[src/rtl/pe_pkg.sv]
package pe_pkg;
  typedef enum logic [1:0] {
    STEP_HOLD = 2'd0,
    STEP_UP   = 2'd1,
    STEP_DOWN = 2'd2
  } step_e;
endpackage

[src/rtl/pe_compare.sv]
module pe_compare #(
  parameter int W = 8
) (
  input  logic [W-1:0] level,
  input  logic [W-1:0] rnd,
  output logic         above
);
  // Estimate strictly exceeds the random sample.
  always_comb above = (level > rnd);
endmodule

[src/rtl/pe_step_decide.sv]
module pe_step_decide
  import pe_pkg::*;
(
  input  logic  strobe,
  input  logic  bit_in,
  input  logic  above,
  output step_e step
);
  always_comb begin
    step = STEP_HOLD;
    if (strobe) begin
      if (bit_in && !above)      step = STEP_UP;
      else if (!bit_in && above) step = STEP_DOWN;
    end
  end
endmodule

[src/rtl/pe_sat_counter.sv]
module pe_sat_counter
  import pe_pkg::*;
#(
  parameter int W = 8
) (
  input  logic         clk,
  input  logic         rst,
  input  logic         clear,
  input  step_e        step,
  output logic [W-1:0] level
);
  localparam logic [W-1:0] MID = W'(1) << (W - 1);
  localparam logic [W-1:0] TOP = {W{1'b1}};

  logic [W-1:0] level_q;

  always_ff @(posedge clk) begin
    if (rst || clear) begin
      level_q <= MID;
    end else begin
      unique case (step)
        STEP_UP:   if (level_q != TOP) level_q <= level_q + W'(1);
        STEP_DOWN: if (level_q != '0)  level_q <= level_q - W'(1);
        default:   level_q <= level_q;
      endcase
    end
  end

  assign level = level_q;
endmodule

[src/rtl/prob_estimator.sv]
module prob_estimator
  import pe_pkg::*;
#(
  parameter int W = 8
) (
  input  logic         clk,
  input  logic         rst,
  input  logic         clear,
  input  logic         bit_valid,
  input  logic         bit_in,
  input  logic [W-1:0] rnd,
  output logic [W-1:0] estimate
);
  logic         above;
  step_e        step;
  logic [W-1:0] level;

  pe_compare #(.W(W)) u_cmp (
    .level (level),
    .rnd   (rnd),
    .above (above)
  );

  pe_step_decide u_dec (
    .strobe (bit_valid),
    .bit_in (bit_in),
    .above  (above),
    .step   (step)
  );

  pe_sat_counter #(.W(W)) u_cnt (
    .clk   (clk),
    .rst   (rst),
    .clear (clear),
    .step  (step),
    .level (level)
  );

  assign estimate = level;
endmodule

[config.mk]
export PLATFORM = sky130hd
export DESIGN_NAME = prob_estimator
export DESIGN_NICKNAME = d
export VERILOG_FILES = /design/src/rtl/pe_pkg.sv /design/src/rtl/pe_compare.sv /design/src/rtl/pe_step_decide.sv /design/src/rtl/pe_sat_counter.sv /design/src/rtl/prob_estimator.sv
export SDC_FILE = /design/constraint.sdc
export NUM_CORES = 1
export LEC_CHECK = 0
export ABC_CLOCK_PERIOD_IN_PS = 4000
export BUFFER_PORTS_ARGS = -buffer_cell sky130_fd_sc_hd__buf_4
export CELL_PAD_IN_SITES_DETAIL_PLACEMENT = 2
export CELL_PAD_IN_SITES_GLOBAL_PLACEMENT = 2
export CORE_MARGIN = 2
export CORE_UTILIZATION = 30
export DETAILED_ROUTE_END_ITERATION = 10
export PLACE_DENSITY_LB_ADDON = 0.08
export SYNTH_ARGS = -nofsm -noshare
export SYNTH_HDL_FRONTEND = slang
export SYNTH_HIERARCHICAL = 1
export SYNTH_SLANG_ARGS = --single-unit
[constraint.sdc]
create_clock -name clk -period 4 [get_ports clk]
set_input_delay 0.8 -clock clk [delete_from_list [all_inputs] [get_ports clk]]
set_output_delay 0.8 -clock clk [all_outputs]
set_load 0.02 [all_outputs]
==> impl_metrics.tcl, run 1 <==
set metrics [dict create \
    worstPathRequired_ns 4.19 \
    tns_ns 0 \
    dp_worst_setup_slack_ns 0.5188 \
    htreeDepth 1 \
    avgRoutedWirePerCell_um 16.64 \
    rsz0062_at_grt "no" \
    syn2layout_area_growth_pct 24.21 \
    cts.repair.resized 0 \
    synth_edf_count 0 \
    core-area_um2 2686 \
    cts-buffers-inserted 3 \
    ir_worst_vdd_mv 0.1319 \
    grt_pass1_wl_mm 4.284 \
    fill_cells 320 \
    clockRootBuffer "clkbuf_4" \
    vias_per_cell 5.722 \
    cp_max_fo 6 \
    drive_gt1_share_pct 27.50 \
    timing_hold_violations_final 0 \
    vias 864 \
    endpoint_kind "flop" \
    ant_nets 0 \
    switching_share_pct 28.52 \
    postCtsHoldBufs 0 \
    clk_pin_slew_ns 0.06 \
    status "finished, final reports clean" \
    syn-cell-area_um2 827.0 \
    utilization_pct 38.24 \
    fin_nets 144 \
    path_class "in -> reg" \
    final_cell_mix "22 x buf_4, 9 x ha_1, 8 x inv_1, 8 x dfxtp_1" \
    io_pins 21 \
    power_density_nw_per_um2 189.8 \
    power_frac_comb_pct 24.4 \
    max_slew_margin_pct 68.34 \
    whs_ns 0.5718 \
    hold_class "reg -> reg" \
    die_w_um 56.51 \
    dp_hpwl_mm 1.966 \
    avgSynthCellArea_um2 8.439 \
    arrival_ns 3.41 \
    dieArea_um2 3193 \
    largest_register_ff_count 8 \
    rows 19 \
    worstMarginPinSlew_ns 0.4731 \
    initial_core_util_pct 30.79 \
    dieHeight_um 56.51 \
    syn_inst 98 \
    port_buffers 20 \
    ys_seq_area_share_pct 19.36 \
    clk_latency_ns 0.25 \
    startpoint_type "input port" \
    yosysWarnings 6 \
    grt_start_max_net_pins 14 \
    final_common_cell "buf_4" \
    cts_max_path_buffers 2 \
    drv_cap 0 \
    drc 0 \
    period_minus_slack_ns 3.227 \
    seqPwrFrac_pct 43.0 \
    antenna_cells 0 \
    postPlaceCellArea_um2 1005 \
    synth_cell_types 39 \
    synth_seq_cells 8 \
    antenna_found_initial 0 \
    grtUsageTotal_pct 16.69 \
    totalWireLength_mm 2.512 \
    clock_skew_ns 0.001261 \
    gp_congestion 0.7497 \
    grt_pass1_vias 874 \
    yosysTopAreaCell "dfxtp_1" \
    fin_crit_sh_pct 80.67 \
    fin_ws_ns 0.7733 \
    drtIter0Drc 23 \
    p_int_uw 139.4 \
    fmax_mhz 309.9 \
    final_area_um2 1027 \
    power_switching_uw 55.61 \
    power_leakage_uw 0.0004479 \
    post-cts-setup-buffer-count 0 \
    setup_viol 0 \
    final_max_slew_viol_count 0 \
    p_clk_share_pct 32.6 \
    cts.sinks 8 \
    synth_top_area_share_pct 19.36 \
    grt_overflow 0 \
    synthFlopType "dfxtp_1" \
    first_pass_iters 4 \
    ys_top_cells_by_area "dfxtp_1 19%, ha_1 14%, mux2i_1 6.1%" \
    tritoncts "built" \
    synth_nets 120 \
    async_flop_share_pct 0 \
]
[per-stage QoR]
step	cells	total power, uW
3_3_place_gp	148	131.8
6_report	151	195.0
5_1_grt	151	208.4
3_5_place_dp	148	133.4
2_1_floorplan	98	113.4
4_1_cts	151	198.8
[worst max-delay path, stage by stage]
cell	delay (ns)
buf_4	0.08
inv_1	0.03
ha_1	0.31
nor2b_4	0.14
o211ai_2	0.14
a21oi_2	0.07
o22a_1	0.16
and3b_1	0.25
nand2b_1	0.16
xnor2_1	0.08
ha_1	0.27
or4b_1	0.54
a22oi_2	0.19
mux2i_1	0.19
[cell type report]
cell class / instances / area [um2] / area share (%)
multi-input cells: 79 / 610.6 / 59.44
repair buffers: 22 / 165.2 / 16.08
flip-flops and latches: 8 / 160.2 / 15.59
well taps: 31 / 38.79 / 3.776
inverters: 8 / 30.03 / 2.923
clock buffers: 3 / 22.52 / 2.192
[cells by family (layout without fill, tap and decap cells)]
family,Yosys count,in the layout,share of synthesized area (%)
xor gates and xnor gates,1,1,1.059
DFF,8,8,19.36
and+or+nand+nor,42,42,34.34
muxes,5,5,6.052
adders and majority gates,9,9,13.62
AOI/OAI and AO/OA,22,22,18.76
buffers and inverters,11,33,6.807
[per-layer routing]
metal	part of all wire (%)	vias up	wire length [um]	global-route usage, %
met5	0	-	0	0
met4	1.0	0	25	4.082
met3	4.2	4	105	1.382
met2	49	18	1221	28.57
met1	46	422	1160	22.50
li1	-	420	-	-
[cells in the mapped netlist (2+ instances only)]
| master | instances |
|---|---|
| nand2_1 | 6 |
| dfxtp_1 | 8 |
| or3_1 | 7 |
| and3b_1 | 2 |
| nand3_1 | 3 |
| or4_1 | 2 |
| o21ai_1 | 2 |
| mux2i_1 | 5 |
| a22oi_1 | 3 |
| and2_1 | 2 |
| nor3_1 | 2 |
| inv_1 | 8 |
| nor4_1 | 2 |
| nand4_1 | 5 |
| a21oi_1 | 7 |
| buf_6 | 2 |
| nand2b_1 | 2 |
| ha_1 | 9 |
[power groups by stage]
stage | Sequential [uW] | Clock, uW | Combinational (uW)
6_report | 83.8 | 63.6 | 47.5
5_1_grt | 84.2 | 71.0 | 53.2
4_1_cts | 83.9 | 66.8 | 48.2
3_5_place_dp | 85.6 | 0 | 47.8
3_3_place_gp | 85.6 | 0 | 46.2
2_1_floorplan | 85.8 | 0 | 27.6
[final timing paths]
path	start	endpoint	slack, ns	depth (start not counted)
setup / recovery	rnd[1]	u_cnt/level[6]	0.77	14
hold / removal	u_cnt/level[6]	u_cnt/level[6]	0.57	2
setup reg to reg	u_cnt/level[3]	u_cnt/level[6]	0.86	11
hold reg to reg	u_cnt/level[6]	u_cnt/level[6]	0.57	2
(Power assumes the default switching activity.)
==> run 2, diff against run 1 <==
--- a/config.mk
+++ b/config.mk
@@ -5,12 +5,13 @@
 export SDC_FILE = /design/constraint.sdc
 export NUM_CORES = 1
 export LEC_CHECK = 0
-export ABC_CLOCK_PERIOD_IN_PS = 4000
+export ABC_AREA = 1
+export ABC_CLOCK_PERIOD_IN_PS = 3100
 export BUFFER_PORTS_ARGS = -buffer_cell sky130_fd_sc_hd__buf_4
 export CELL_PAD_IN_SITES_DETAIL_PLACEMENT = 2
 export CELL_PAD_IN_SITES_GLOBAL_PLACEMENT = 2
 export CORE_MARGIN = 2
-export CORE_UTILIZATION = 30
+export CORE_UTILIZATION = 27
 export DETAILED_ROUTE_END_ITERATION = 10
 export PLACE_DENSITY_LB_ADDON = 0.08
 export SYNTH_ARGS = -nofsm -noshare
==> constraint.sdc (replaced) <==
create_clock -name clk -period 3.1 [get_ports clk]
set_input_delay 0.62 -clock clk [delete_from_list [all_inputs] [get_ports clk]]
set_output_delay 0.62 -clock clk [all_outputs]
set_load 0.02 [all_outputs]
==> impl_metrics.tcl, run 2 <==
set metrics [dict create \
    avgSynthCellArea_um2 5.751 \
    ir_worst_vdd_mv 0.1390 \
    synth_top_area_share_pct 16.91 \
    status "finished, final reports clean" \
    ys_seq_area_share_pct 16.78 \
    ant_nets 0 \
    dp_hpwl_mm 2.902 \
    clk_latency_ns 0.26 \
    final_area_um2 1249 \
    min_from "u_cnt/level[2]" \
    worstPathRequired_ns 3.26 \
    clk_pin_slew_ns 0.06 \
    power_density_nw_per_um2 258.2 \
    timing_hold_violations_final 0 \
    drc 0 \
    dieArea_um2 4027 \
    synth_nets 188 \
    fin_crit_sh_pct 89.47 \
    totalWireLength_mm 3.442 \
    antenna_found_initial 0 \
    synthTopCellsByCount "43 x nand2_1, 34 x inv_1, 18 x nand3_1" \
    core-area_um2 3363 \
    synth_cell_types 20 \
    cts.sinks 8 \
    dp_worst_setup_slack_ns -0.07175 \
    postCtsHoldBufs 0 \
    utilization_pct 37.13 \
    reg2reg_from "u_cnt/level[4]" \
    htreeDepth 1 \
    largest_register_ff_count 8 \
    synth_seq_cells 8 \
    drive_gt1_share_pct 24.87 \
    yosysTopAreaCell "nand2_1" \
    clock_skew_ns 0.005798 \
    grt_overflow 0 \
    post-cts-setup-buffer-count 0 \
    cts-buffers-inserted 3 \
    postPlaceCellArea_um2 1221 \
    critPathCapture "u_cnt/level[7]" \
    fin_cells 243 \
    fin_ws_ns 0.3264 \
    grtUsageTotal_pct 18.71 \
    async_flop_share_pct 0 \
    vias 1136 \
    grt_pass1_vias 1264 \
    synth.most_common_cell "nand2_1" \
    ys_top_cells_by_area "nand2_1 17%, dfxtp_1 17%, inv_1 13%" \
    cp_max_fo 11 \
    rows 21 \
    cts_max_path_buffers 2 \
    final_cell_mix "43 x nand2_1, 34 x inv_1, 30 x buf_4, 18 x nand3_1, 11 x nor2_1" \
    grt_start_max_net_pins 12 \
    whs_ns 0.6102 \
    die_w_um 63.46 \
    synth_edf_count 0 \
    worstMarginPinSlew_ns 0.5555 \
    fin_nets 221 \
    yosysWarnings 6 \
    power_leakage_uw 0.0007051 \
    final_common_cell "nand2_1" \
    syn-cell-area_um2 954.7 \
    arrival_ns 2.93 \
    antenna_cells 0 \
    gp_congestion 0.7531 \
    io_pins 21 \
    first_pass_iters 4 \
    dp_cells 240 \
    clockRootBuffer "clkbuf_4" \
    tritoncts "built" \
    max_slew_margin_pct 62.83 \
    syn_inst 166 \
    path_class "in -> reg" \
    vias_per_cell 4.675 \
    synthFlopType "dfxtp_1" \
    fmax_mhz 360.5 \
    final_max_slew_viol_count 0 \
    r2r_cells 20 \
    endpoint_kind "flop" \
    r2r_slack_ns 0.39 \
    initial_core_util_pct 28.39 \
    setup_viol 0 \
    dieHeight_um 63.46 \
    drtIter0Drc 21 \
    drv_cap 0 \
    grt_pass1_wl_mm 5.920 \
    syn2layout_area_growth_pct 30.80 \
    port_buffers 20 \
    hold_class "reg -> reg" \
    avgRoutedWirePerCell_um 14.16 \
    rr_endpoint "u_cnt/level[7]" \
    crit_start "rnd[7]" \
    rsz0062_at_grt "no" \
    period_minus_slack_ns 2.774 \
    startpoint_type "input port" \
]
## run 2: changes by cell type in the layout (fill, tap and decap cells not counted), moves of 3 or more
cell,before,now
nand2_1,6,43
inv_1,8,34
nand3_1,3,18
nor2_1,1,11
o21ai_0,1,10
buf_4,22,30
or3_1,7,0
nor2_2,0,6
mux2i_1,5,0
nand2_2,0,4
a22oi_1,3,0
nand2_4,0,3
## run 2: timing repair
item	4_1_cts	5_1_grt
gates resized for setup	0	2
hold endpoints to repair	0	0
endpoints found under the setup margin	0	3
## run 2: layer usage
| metal | vias up | part of all wire (%) | global-route usage [%] |
|---|---|---|---|
| met2 | 12 | 52 | 33.68 |
| met5 | - | 0 | 0 |
| li1 | 580 | - | - |
| met1 | 542 | 46 | 23.40 |
| met3 | 2 | 1.5 | 2.143 |
| met4 | 0 | 0.67 | 4.891 |
## run 2: kinds of logic (layout without fill, tap and decap cells)
family / Yosys count / in the layout / share of synthesized area, %
AOI/OAI and AO/OA: 22 / 22 / 12.45
xor gates and xnor gates: 1 / 1 / 0.9176
adders and majority gates: 9 / 9 / 11.80
buffers and inverters: 38 / 69 / 15.86
DFF: 8 / 8 / 16.78
and+or+nand+nor: 88 / 88 / 42.20
## run 2: worst max-delay path, cell delays in order
cell and delay [ns]:
buf_4 0.08, inv_1 0.03, ha_1 0.29, nand2_1 0.09, nor2_2 0.14, nand2_1 0.07, a21oi_1 0.21, nand2_1 0.10
nor2_2 0.15, nand2_2 0.10, buf_4 0.19, inv_1 0.16, nand2_1 0.07, nand2_1 0.12, nand2_1 0.07, nor2_1 0.12
nand2_2 0.09, nand2_1 0.06, nand2_1 0.05, nand3_1 0.07, nand2_1 0.05
## run 2: layout make-up
type	count	area [um2]
clock buffers	3	22.52
repair buffers	30	225.2
flip-flops and latches	8	160.2
well taps	46	57.56
inverters	36	135.1
multi-input cells	120	648.1
fillers	476	2115
## run 2: worst min path at each step
stage / end / slack [ns] / cells after the start
2_1_floorplan: u_cnt/level[0] / 0.60 / 1
3_3_place_gp: u_cnt/level[2] / 0.58 / 2
3_5_place_dp: u_cnt/level[2] / 0.60 / 2
4_1_cts: u_cnt/level[2] / 0.62 / 2
5_1_grt: u_cnt/level[2] / 0.64 / 2
6_report: u_cnt/level[2] / 0.61 / 2
## run 2: metrics by stage
stage | total power (uW) | TNS (ns)
global route | 347.5 | 0
detailed placement | 238.3 | -0.1475
finish | 322.5 | 0
floorplan | 187.0 | 0
CTS | 327.7 | 0
global placement | 230.6 | 0
## run 2: where the power goes
group / switching (uW) / internal [uW] / total, uW
registers: 5.63 / 107 / 113
clock network: 42.0 / 44.7 / 86.7
logic: 72.5 / 50.4 / 123
total: 120 / 202 / 322
==> run 3, diff against run 2 <==
--- a/config.mk
+++ b/config.mk
@@ -6,8 +6,9 @@
 export NUM_CORES = 1
 export LEC_CHECK = 0
 export ABC_AREA = 1
-export ABC_CLOCK_PERIOD_IN_PS = 3100
+export ABC_CLOCK_PERIOD_IN_PS = 2800
 export BUFFER_PORTS_ARGS = -buffer_cell sky130_fd_sc_hd__buf_4
+export CAP_MARGIN = 20
 export CELL_PAD_IN_SITES_DETAIL_PLACEMENT = 2
 export CELL_PAD_IN_SITES_GLOBAL_PLACEMENT = 2
 export CORE_MARGIN = 2
==> constraint.sdc (replaced) <==
create_clock -name clk -period 2.8 [get_ports clk]
set_input_delay 0.56 -clock clk [delete_from_list [all_inputs] [get_ports clk]]
set_output_delay 0.56 -clock clk [all_outputs]
set_load 0.02 [all_outputs]
==> impl_metrics.tcl, run 3 (synthesis results as in run 2) <==
set metrics [dict create \
    ant_nets 0 \
    rows 21 \
    crit_family "compound AO/OA/AOI/OAI gates" \
    startpoint_type "input port" \
    clockRootBuffer "clkbuf_4" \
    io_pins 21 \
    power_leakage_uw 0.0007559 \
    dp_cells 249 \
    initial_core_util_pct 28.39 \
    totalWireLength_mm 4.046 \
    dieArea_um2 4027 \
    postCtsHoldBufs 0 \
    grt_pass1_vias 1324 \
    final_cell_mix "40 x buf_4, 37 x nand2_1, 25 x inv_1, 15 x nand3_1, 10 x inv_2" \
    met1_length_mm 1.791 \
    dp_hpwl_mm 3.089 \
    antenna_cells 0 \
    cp_num_buf_inv 6 \
    power_density_nw_per_um2 267.7 \
    gp_congestion 0.7361 \
    fin_nets 232 \
    antenna_found_initial 0 \
    fmax_mhz 374.6 \
    drv_cap 0 \
    clk_latency_ns 0.27 \
    cp_max_fo 5 \
    vias 1222 \
    arrival_ns 2.84 \
    fin_ws_ns 0.1302 \
    max_slew_margin_pct 59.58 \
    setup_viol 0 \
    slowest_delay_ns 0.28 \
    fin_cells 254 \
    path_class "in -> reg" \
    clock_skew_ns 0.007603 \
    crit_chain "buf_4 -> inv_1 -> ha_4 -> nand2_4 -> inv_2 -> nand2_1 -> nand2_1 -> nand2_1 -> a21oi_2 -> nand2_2 -> nor2_4 -> buf_4 -> buf_4 -> nor2_1 -> o21ai_0 -> nand2_1 -> inv_1 -> o21ai_0 -> a21oi_1" \
    grtUsageTotal_pct 19.40 \
    ir_worst_vdd_mv 0.1527 \
    hold_class "reg -> reg" \
    final_max_slew_viol_count 0 \
    port_buffers 20 \
    clk_pin_slew_ns 0.06 \
    fin_crit_sh_pct 95.35 \
    syn2layout_area_growth_pct 55.57 \
    cts.sinks 8 \
    grt_overflow 0 \
    routed.top_layer "met4" \
    grt_pass1_wl_mm 6.120 \
    period_minus_slack_ns 2.670 \
    met2_length_mm 2.157 \
    worstPathRequired_ns 2.97 \
    largest_register_ff_count 8 \
    tritoncts "built" \
    drive_gt1_share_pct 42.79 \
    die_w_um 63.46 \
    drtIter0Drc 25 \
    htreeDepth 1 \
    status "finished, final reports clean" \
    wl_met3_um 61 \
    dieHeight_um 63.46 \
    whs_ns 0.6531 \
    avgRoutedWirePerCell_um 15.93 \
    drc 0 \
    timing_hold_violations_final 0 \
    grt_start_max_net_pins 12 \
    vias_per_cell 4.811 \
    endpoint_kind "flop" \
    slowest_stage "ha_4" \
    tns_ns 0 \
    core-area_um2 3363 \
    cts-buffers-inserted 3 \
    final_common_cell "buf_4" \
    crit_top_cell "nand2_1" \
    first_pass_iters 4 \
    dp_worst_setup_slack_ns -0.4065 \
    cts_max_path_buffers 2 \
    rsz0062_at_grt "yes" \
    worstMarginPinSlew_ns 0.6041 \
]
-- run 3: routing by layer --
layer,up-vias,GRT usage [%]
met2,18,36.45
met4,0,5.707
met5,-,0
li1,605,-
met3,4,1.607
met1,595,23.15
-- run 3: final timing paths --
check | end | depth (start not counted) | slack, ns | start
max | u_cnt/level[1] | 19 | 0.13 | rnd[2]
min | u_cnt/level[0] | 2 | 0.65 | u_cnt/level[0]
max reg2reg | u_cnt/level[1] | 15 | 0.20 | u_cnt/level[5]
min reg2reg | u_cnt/level[0] | 2 | 0.65 | u_cnt/level[0]
-- run 3: layout make-up --
type	count	area [um2]
tap	46	57.56
fill	440	1878
sequential	8	161.4
inverter	36	138.9
clock buffer	3	22.52
timing repair buffer	41	315.3
multi-input combinational	120	789.5
-- run 3: report_power, final --
| group | internal [uW] | switching [uW] |
|---|---|---|
| logic | 78.2 | 102 |
| registers | 119 | 4.47 |
| clock network | 49.4 | 44.5 |
| total | 246 | 151 |
-- run 3: per-stage QoR --
| stage | area [um2] | util, % | total power [uW] |
|---|---|---|---|
| after global placement | 1289 | 38.32 | 267.3 |
| after floorplan | 954.7 | - | 207.0 |
| after detailed placement | 1289 | 38.32 | 276.1 |
| after CTS | 1320 | 39.25 | 373.6 |
| after global routing | 1485 | 44.16 | 431.3 |
| final | 1485 | 44.16 | 397.5 |
-- run 3: what timing repair did --
item                                    CTS  global route
endpoints found under the setup margin    4             7
setup buffers                             0             2
pin swaps                                 0            16
resized for setup                         3            37
gates cloned                              0             0
-- run 3: worst reg2reg max path: cells and delay by family (launching register included) --
| family | cells | cell delay, ns |
|---|---|---|
| and+or+nand+nor | 7 | 0.75 |
| DFF | 1 | 0.35 |
| AOI/OAI and AO/OA | 4 | 0.74 |
| buffers and inverters | 3 | 0.40 |
| adders and majority gates | 1 | 0.28 |
